[src/rtl/bankmap_pkg.sv]
package bankmap_pkg;

   // Which of the two bank registers serves an access
   typedef enum logic {
      WIN_LOW  = 1'b0,
      WIN_HIGH = 1'b1
   } win_sel_e;

   localparam int NUM_WINDOWS = 2;

   function automatic int max_int(input int a, input int b);
      return (a > b) ? a : b;
   endfunction

   // Memory address width: bank base or window offset, whichever is wider, plus carry
   function automatic int mem_width(input int bank_w, input int gran_lg2, input int win_lg2);
      return max_int(bank_w + gran_lg2, win_lg2) + 1;
   endfunction

endpackage

[src/rtl/bankmap_regs.sv]
module bankmap_regs
   import bankmap_pkg::*;
#(
   parameter int BANK_W = 7,
   parameter int DATA_W = 8,
   parameter int IDX_W = 3,
   parameter int IDX_BANK_BASE = 0,
   parameter int IDX_CTRL = 2,
   parameter int SPLIT_BIT = 0,
   parameter int XWR_BIT = 2
) (
   input  logic                           clk,
   input  logic                           rst,
   input  logic                           wr_en,
   input  logic [IDX_W-1:0]               idx,
   input  logic [DATA_W-1:0]              wr_data,
   output logic [DATA_W-1:0]              rd_data,
   output logic [NUM_WINDOWS*BANK_W-1:0]  banks,
   output logic                           split,
   output logic                           xwr
);

   logic [DATA_W-1:0] ctrl_q;
   logic [BANK_W-1:0] bank_v [NUM_WINDOWS];

   // One bank register per window, at consecutive indices
   for (genvar b = 0; b < NUM_WINDOWS; b++) begin : g_bank
      localparam logic [IDX_W-1:0] MY_IDX = IDX_W'(IDX_BANK_BASE + b);
      logic [BANK_W-1:0] q;

      always_ff @(posedge clk) begin
         if (rst) begin
            q <= '0;
         end else if (wr_en && (idx == MY_IDX)) begin
            q <= wr_data[BANK_W-1:0];
         end
      end

      assign bank_v[b] = q;
      assign banks[b*BANK_W +: BANK_W] = q;
   end

   always_ff @(posedge clk) begin
      if (rst) begin
         ctrl_q <= '0;
      end else if (wr_en && (idx == IDX_W'(IDX_CTRL))) begin
         ctrl_q <= wr_data;
      end
   end

   // Read mux: unmapped indices return zero
   always_comb begin
      rd_data = '0;
      if (idx == IDX_W'(IDX_CTRL)) begin
         rd_data = ctrl_q;
      end
      for (int b = 0; b < NUM_WINDOWS; b++) begin
         if (idx == IDX_W'(IDX_BANK_BASE + b)) begin
            rd_data = DATA_W'(bank_v[b]);
         end
      end
   end

   assign split = ctrl_q[SPLIT_BIT];
   assign xwr   = ctrl_q[XWR_BIT];

endmodule

[src/rtl/bankmap_decode.sv]
module bankmap_decode
   import bankmap_pkg::*;
#(
   parameter int HOST_AW = 20,
   parameter int WIN_LG2 = 16,
   parameter logic [HOST_AW-1:0] APER_BASE = 20'hA0000
) (
   input  logic [HOST_AW-1:0] addr,
   input  logic               split,
   output logic               in_aper,
   output win_sel_e           win,
   output logic [WIN_LG2-1:0] offset
);

   localparam int TAG_W = HOST_AW - WIN_LG2;
   localparam logic [TAG_W-1:0] APER_TAG = APER_BASE[HOST_AW-1:WIN_LG2];

   logic top_half;

   assign in_aper  = (addr[HOST_AW-1:WIN_LG2] == APER_TAG);
   assign top_half = addr[WIN_LG2-1];

   always_comb begin
      if (split) begin
         // Two half-size windows: the top offset bit picks the window and is dropped
         win    = top_half ? WIN_HIGH : WIN_LOW;
         offset = {1'b0, addr[WIN_LG2-2:0]};
      end else begin
         win    = WIN_LOW;
         offset = addr[WIN_LG2-1:0];
      end
   end

endmodule

[src/rtl/bankmap_compose.sv]
module bankmap_compose #(
   parameter int BANK_W = 7,
   parameter int GRAN_LG2 = 12,
   parameter int WIN_LG2 = 16,
   parameter int MEM_AW = 20
) (
   input  logic [BANK_W-1:0]  bank,
   input  logic [WIN_LG2-1:0] offset,
   output logic [MEM_AW-1:0]  addr
);

   logic [MEM_AW-1:0] base;

   assign base = MEM_AW'(bank) << GRAN_LG2;
   assign addr = base + MEM_AW'(offset);

endmodule

[src/rtl/bank_window_mapper.sv]
module bank_window_mapper
   import bankmap_pkg::*;
#(
   parameter int HOST_AW = 20,
   parameter int BANK_W = 7,
   parameter int GRAN_LG2 = 12,
   parameter int WIN_LG2 = 16,
   parameter logic [HOST_AW-1:0] APER_BASE = 20'hA0000,
   parameter int DATA_W = 8,
   parameter int IDX_W = 3,
   parameter int IDX_BANK_BASE = 0,
   parameter int IDX_CTRL = 2,
   parameter int SPLIT_BIT = 0,
   parameter int XWR_BIT = 2,
   parameter bit OUT_REG = 1'b1,
   localparam int MEM_AW = mem_width(BANK_W, GRAN_LG2, WIN_LG2)
) (
   input  logic               clk,
   input  logic               rst,
   input  logic               reg_we,
   input  logic [IDX_W-1:0]   reg_idx,
   input  logic [DATA_W-1:0]  reg_wdata,
   output logic [DATA_W-1:0]  reg_rdata,
   input  logic               host_valid,
   input  logic [HOST_AW-1:0] host_addr,
   output logic               xlat_valid,
   output logic               hit,
   output logic [MEM_AW-1:0]  mem_addr,
   output logic               ext_wr_en
);

   // Elaboration-time parameter checks
   if (BANK_W < 1 || BANK_W > DATA_W) begin : g_chk_bank
      $error("bank_window_mapper: BANK_W must be 1..DATA_W");
   end
   if (WIN_LG2 < 2 || HOST_AW <= WIN_LG2) begin : g_chk_win
      $error("bank_window_mapper: need 2 <= WIN_LG2 < HOST_AW");
   end
   if (APER_BASE[WIN_LG2-1:0] != '0) begin : g_chk_base
      $error("bank_window_mapper: APER_BASE must be aligned to the aperture");
   end
   if (SPLIT_BIT >= DATA_W || XWR_BIT >= DATA_W || SPLIT_BIT == XWR_BIT) begin : g_chk_bits
      $error("bank_window_mapper: control bit positions invalid");
   end
   if (IDX_CTRL >= (1 << IDX_W) || IDX_BANK_BASE + NUM_WINDOWS > (1 << IDX_W) ||
       (IDX_CTRL >= IDX_BANK_BASE && IDX_CTRL < IDX_BANK_BASE + NUM_WINDOWS)) begin : g_chk_idx
      $error("bank_window_mapper: register indices overlap or do not fit");
   end

   logic [NUM_WINDOWS*BANK_W-1:0] banks;
   logic                          split;
   logic                          in_aper;
   win_sel_e                      win;
   logic [WIN_LG2-1:0]            offset;
   logic [BANK_W-1:0]             bank_sel;
   logic [MEM_AW-1:0]             addr_c;
   logic                          hit_c;
   logic [MEM_AW-1:0]             addr_n;

   bankmap_regs #(
      .BANK_W(BANK_W), .DATA_W(DATA_W), .IDX_W(IDX_W),
      .IDX_BANK_BASE(IDX_BANK_BASE), .IDX_CTRL(IDX_CTRL),
      .SPLIT_BIT(SPLIT_BIT), .XWR_BIT(XWR_BIT)
   ) u_regs (
      .clk(clk), .rst(rst), .wr_en(reg_we), .idx(reg_idx),
      .wr_data(reg_wdata), .rd_data(reg_rdata),
      .banks(banks), .split(split), .xwr(ext_wr_en)
   );

   bankmap_decode #(
      .HOST_AW(HOST_AW), .WIN_LG2(WIN_LG2), .APER_BASE(APER_BASE)
   ) u_decode (
      .addr(host_addr), .split(split), .in_aper(in_aper),
      .win(win), .offset(offset)
   );

   assign bank_sel = (win == WIN_HIGH) ? banks[BANK_W +: BANK_W] : banks[0 +: BANK_W];

   bankmap_compose #(
      .BANK_W(BANK_W), .GRAN_LG2(GRAN_LG2), .WIN_LG2(WIN_LG2), .MEM_AW(MEM_AW)
   ) u_compose (
      .bank(bank_sel), .offset(offset), .addr(addr_c)
   );

   assign hit_c  = host_valid && in_aper;
   assign addr_n = hit_c ? addr_c : '0;

   if (OUT_REG) begin : g_out_reg
      always_ff @(posedge clk) begin
         if (rst) begin
            xlat_valid <= 1'b0;
            hit        <= 1'b0;
            mem_addr   <= '0;
         end else begin
            xlat_valid <= host_valid;
            hit        <= hit_c;
            mem_addr   <= addr_n;
         end
      end
   end else begin : g_out_comb
      assign xlat_valid = host_valid;
      assign hit        = hit_c;
      assign mem_addr   = addr_n;
   end

endmodule

[config.mk]
export PLATFORM = sky130hd
export DESIGN_NAME = bank_window_mapper
export DESIGN_NICKNAME = d
export VERILOG_FILES = /design/src/rtl/bankmap_pkg.sv /design/src/rtl/bankmap_regs.sv /design/src/rtl/bankmap_decode.sv /design/src/rtl/bankmap_compose.sv /design/src/rtl/bank_window_mapper.sv
export SDC_FILE = /design/constraint.sdc
export NUM_CORES = 1
export LEC_CHECK = 0
export BUFFER_PORTS_ARGS = -buffer_cell sky130_fd_sc_hd__buf_2
export CORE_ASPECT_RATIO = 0.75
export CORE_UTILIZATION = 50
export CTS_CLUSTER_SIZE = 14
export DETAILED_ROUTE_END_ITERATION = 8
export HOLD_SLACK_MARGIN = 0.1
export PLACE_DENSITY = 0.8
export SYNTH_ARGS = -nofsm -noshare
export SYNTH_HDL_FRONTEND = slang
export SYNTH_SLANG_ARGS = --single-unit
export TNS_END_PERCENT = 50
[constraint.sdc]
create_clock -name clk -period 5.95 [get_ports clk]
set_input_delay 1.4875 -clock clk [delete_from_list [all_inputs] [get_ports clk]]
set_output_delay 1.4875 -clock clk [all_outputs]
set_load 0.01 [all_outputs]
After elaboration in Yosys (flattened, before gate mapping)

Cells that the tools add are included.

Bits in writable memories: 0
Bits in registers: 44
Bits in latches: 0
Memory bits (read-only): 0
Memories kept: 0

$lt $le $gt $ge: 0
Divide/modulo/power cells: 0
Reductions and logical operators: 6
Bitwise operators: 1
Multiply operators: 0
Shift-type cells: 0
Mux-type cells: 7
Add/sub/neg operators: 1
Eq/ne operators: 3

Operators with widths:

| cell                                           | number |
|---|---|
| 2-to-1 mux 8 bit                               | 3 |
| adder 19 x 16 -> 20 bit                        | 1 |
| 2-to-1 mux 16 bit                              | 1 |
| 2-to-1 mux 7 bit                               | 1 |
| == test 4 bit (second input constant)          | 1 |
| logical AND 1 bit                              | 4 |
| == test 3 x 1 -> 1 bit (second input constant) | 1 |
| == test 3 x 2 -> 1 bit (second input constant) | 1 |
| zero test 3 bit                                | 1 |
| 2-to-1 mux 1 bit                               | 2 |
| OR reduction 2 bit                             | 1 |
| inverter 1 bit                                 | 1 |

Depth between registers and ports, before layout

Depth after elaboration: 4
Gate-level depth with buffers: 8

By module

From an unflattened synthesis, not the netlist that was laid out.

Cell total of the unflattened synthesis: 229
Area total of the unflattened synthesis: 2,389.8 um^2

By module, submodules not included:

| module             | cells each | times used | area an instance (um^2) | seq. area each (um^2) |
|---|---|---|---|---|
| bankmap_regs       | 113        | 1          | 1,129.8                 | 440.4 |
| bank_window_mapper | 58         | 1          | 819.5                   | 440.4 |
| bankmap_compose    | 40         | 1          | 302.8                   | 0.0 |
| bankmap_decode     | 18         | 1          | 137.6                   | 0.0 |

Least setup slack after synthesis

OpenSTA, ideal clock, no wires.

Kind: in2out
Start: in reg_idx[1]
End: out reg_rdata[0]
Stages: 4
Slack: 2,213 ps
Arrival: 2,250 ps
Data required time: 4,463 ps
Cells stage by stage: buf_2 nor2b_1 a21oi_1 nor2_1

Longest elaborated chain between the ends: 4

Ends and longest elaborated chain:

| element                | line                     | RTL |
|---|---|---|
| start, declared        | bank_window_mapper.sv:21 | `input logic [IDX_W-1:0] reg_idx,` |
| == test 3 x 2 -> 1 bit | bankmap_regs.sv:54       | `if (idx == IDX_W'(IDX_CTRL)) begin` |
| 2-to-1 mux 8 bit       | bankmap_regs.sv:54       |  |
| 2-to-1 mux 8 bit       | bankmap_regs.sv:58       | `if (idx == IDX_W'(IDX_BANK_BASE + b)) begin` |
| 2-to-1 mux 8 bit (*)   | bankmap_regs.sv:58       |  |
| end, declared          | bank_window_mapper.sv:23 | `output logic [DATA_W-1:0] reg_rdata,` |

Every way passes the cells marked *; elsewhere a longest branch is shown, timed or not.

Worst setup path after layout

Start: in reg_idx[1]
End: out reg_rdata[5]

Same word-level chain as after synthesis.

==> impl_metrics.yaml <==
run_status:
  status: "complete, no violations"
worst_setup_path:
  critPathCaptureType: "output port"
  critical_path_required_ns: 4.46
  path_max_fanout: 13
  reg2regPathDepth: 8
  path_class: "primary input to output port"
  ff2ff_setup_slack_ns: 3.58
  cp.arrival_ns: 2.50
  slowest_delay_ns: 0.41
  startpoint_type: "primary input"
  reg2reg_to: "mem_addr[18]$_SDFF_PP0_"
  worstPathCellList: "buf_2 > nor2b_1 > a21oi_1 > nor2_1 > buf_2"
  reg2reg_from: "u_regs.ctrl_q[0]$_SDFFE_PP0P_"
  path_common_cell: "buf_2"
  critPathSlowestCell: "nor2b_1"
timing:
  period_share_pct: 67.0
  tns_ns: 0
  rsz0062_at_grt: "false"
  fin_crit_ns: 3.99
  final_max_slew_viol_count: 0
  tightest_slew_ns: 1.13
  final_hold_viol_count: 0
  max_freq_ghz: 0.251
  skew_ns: 0.00736
  setup_viol_count_final: 0
  hold_ws_ns: 0.460
  maxSlewHeadroom_pct: 24.4
placement:
  place.gp.congestion: 0.812
  dpl.hpwl_mm: 2.93
  placed_cell_area_mm2: 0.00220
  io_buffers: 65
  dp.cells: 300
synthesis:
  synth_area_per_cell_um2: 9.52
  async_flop_share_pct: 0
  synth_xor_area_share_pct: 1.42
  synthAdderAreaFrac_pct: 3.77
  seq_area_frac_synth_pct: 47.4
  synth_warnings: 0
  syn_nets: 235
  synth_top_family_by_area: "simple AND/OR/NAND/NOR gates"
  netlist_area_mm2: 0.00186
  synth_mux_area_share_pct: 15.6
  synth-edff-count: 0
  synth_cell_types: 34
  synth_seq_cells: 44
  syn_inst: 195
  synth_compound_area_share_pct: 7.82
  yosys_most_used_dff: "dfxtp_1"
  synthSimpleGateAreaFrac_pct: 21.1
die:
  die_x_um: 72.4
  rows: 18
  initial_core_util_pct: 54.2
  core_area_mm2: 0.00342
  die_area_mm2: 0.00396
  ios: 66
  die_y_um: 54.8
pwr:
  p_leak_nw: 1.08
  ir_drop_mv: 0.142
  p_per_area_mw_per_mm2: 226
  finalPower_uw: 515
hold_path:
  hold_class: "flip-flop to flip-flop"
  hold_depth: 2
  hold_end: "u_regs.ctrl_q[4]$_SDFFE_PP0P_"
  hp-start: "u_regs.ctrl_q[4]$_SDFFE_PP0P_"
cts:
  clk_path_buf_depth: 2
  path_clk_slew_ns: 0.08
  cts_buffers: 5
  clk_root_buffer_cell: "clkbuf_8"
  htreeDepth: 2
  cts.sinks: 44
  cts_resized: 0
  cts_hold_buf: 0
  clk_latency_ns: 0.29
  post_cts_buffers: 0
  cts_tree: "yes"
cells_and_area:
  mostFrequentLayoutCells: "buf_2, dfxtp_1, nor2_1"
  layout-drive-gt1-share_pct: 31.9
  fin_cells: 307
  fin_area_mm2: 0.00228
  num-fill-cells: 307
  nets: 297
  areaGrowthSynthToFinish_pct: 22.8
  multi_input_area_um2: 930
  diodes: 0
  mostFrequentLayoutCell: "buf_2"
  regArea_um2: 881
routing:
  via_count: 1529
  drc: 0
  dr.pass1.iters: 4
  ant_nets: 0
  routed_wl_mm: 3.87
  wire_per_inst_um: 12.6
  first_iter_violations: 69
  vias_per_cell: 4.98
grt:
  grt_pass1_vias: 1275
  antenna_found_initial: 0
  grt_pass1_wl_mm: 5.91
  grt_max_degree: 25
  overflow: 0
  grt_use_total_pct: 20.5
run:
  maxCapViolations: 0
how the worst max path moves through the flow:
stage	start	to	slack [ns]	cells after the start
5_1_grt	reg_idx[0]	reg_rdata[1]	1.86	5
4_1_cts	reg_idx[1]	reg_rdata[5]	1.96	5
3_5_place_dp	reg_idx[1]	reg_rdata[5]	1.97	5
3_3_place_gp	reg_idx[0]	reg_rdata[5]	1.99	5
6_report	reg_idx[1]	reg_rdata[5]	1.96	5
2_1_floorplan	reg_idx[1]	reg_rdata[0]	2.21	4
cell usage after synthesis, types with 3 or more instances:
master	n	area [um2]
a21oi_1	19	95.1
and2_1	14	87.6
buf_2	6	30.0
clkbuf_1	3	11.3
dfxtp_1	44	881
ha_1	4	50.1
mux2_2	4	45.0
mux2i_1	23	230
nand2_1	16	60.1
nor2_1	32	120
sequential cells by signal, summed over array words and instances (netlist names):
| signal | flops |
|---|---|
| xlat_valid | 1 |
| mem_addr | 20 |
| u_regs.ctrl_q | 8 |
| hit | 1 |
| u_regs.g_bank.q | 14 |
stage by stage:
step	util, %	setup WS (ns)
2_1_floorplan	-	2.21
3_3_place_gp	64.3	1.99
3_5_place_dp	64.3	1.97
4_1_cts	66.6	1.96
5_1_grt	66.6	1.86
6_report	66.6	1.96
cell type report:
cell class              count  share of cell area [%]
multi-input cells         140                    40.8
flip-flops and latches     44                    38.6
repair buffers             65                    14.3
clock buffers               6                    3.18
well taps                  50                    2.74
clock inverters             1                   0.220
inverters                   1                   0.165
critical path: cells and delay by family:
| kind | cells | cell delay, ns |
|---|---|---|
| simple gates | 2 | 0.54 |
| compound gates | 1 | 0.13 |
| buf+inv | 2 | 0.35 |
cells by family after synthesis:
logic type,count (synthesis)
buffers and inverters,11
AOI/OAI and AO/OA,26
DFF,44
and+or+nand+nor,78
adders and majority gates,5
xor gates and xnor gates,3
muxes,28
layer usage:
layer	global-route usage [%]	wire [um]	up-vias
li1	-	-	782
met5	0	0	-
met3	5.71	246	6
met2	32.9	1780	47
met4	9.48	62	0
met1	26.0	1780	694
report_power, final:
part	internal [mW]	leakage (nW)	switching, mW
registers	0.299	0.356	0.00289
clock network	0.0798	0.0410	0.0912
logic	0.0202	0.687	0.0225
(Power assumes the default switching activity.)
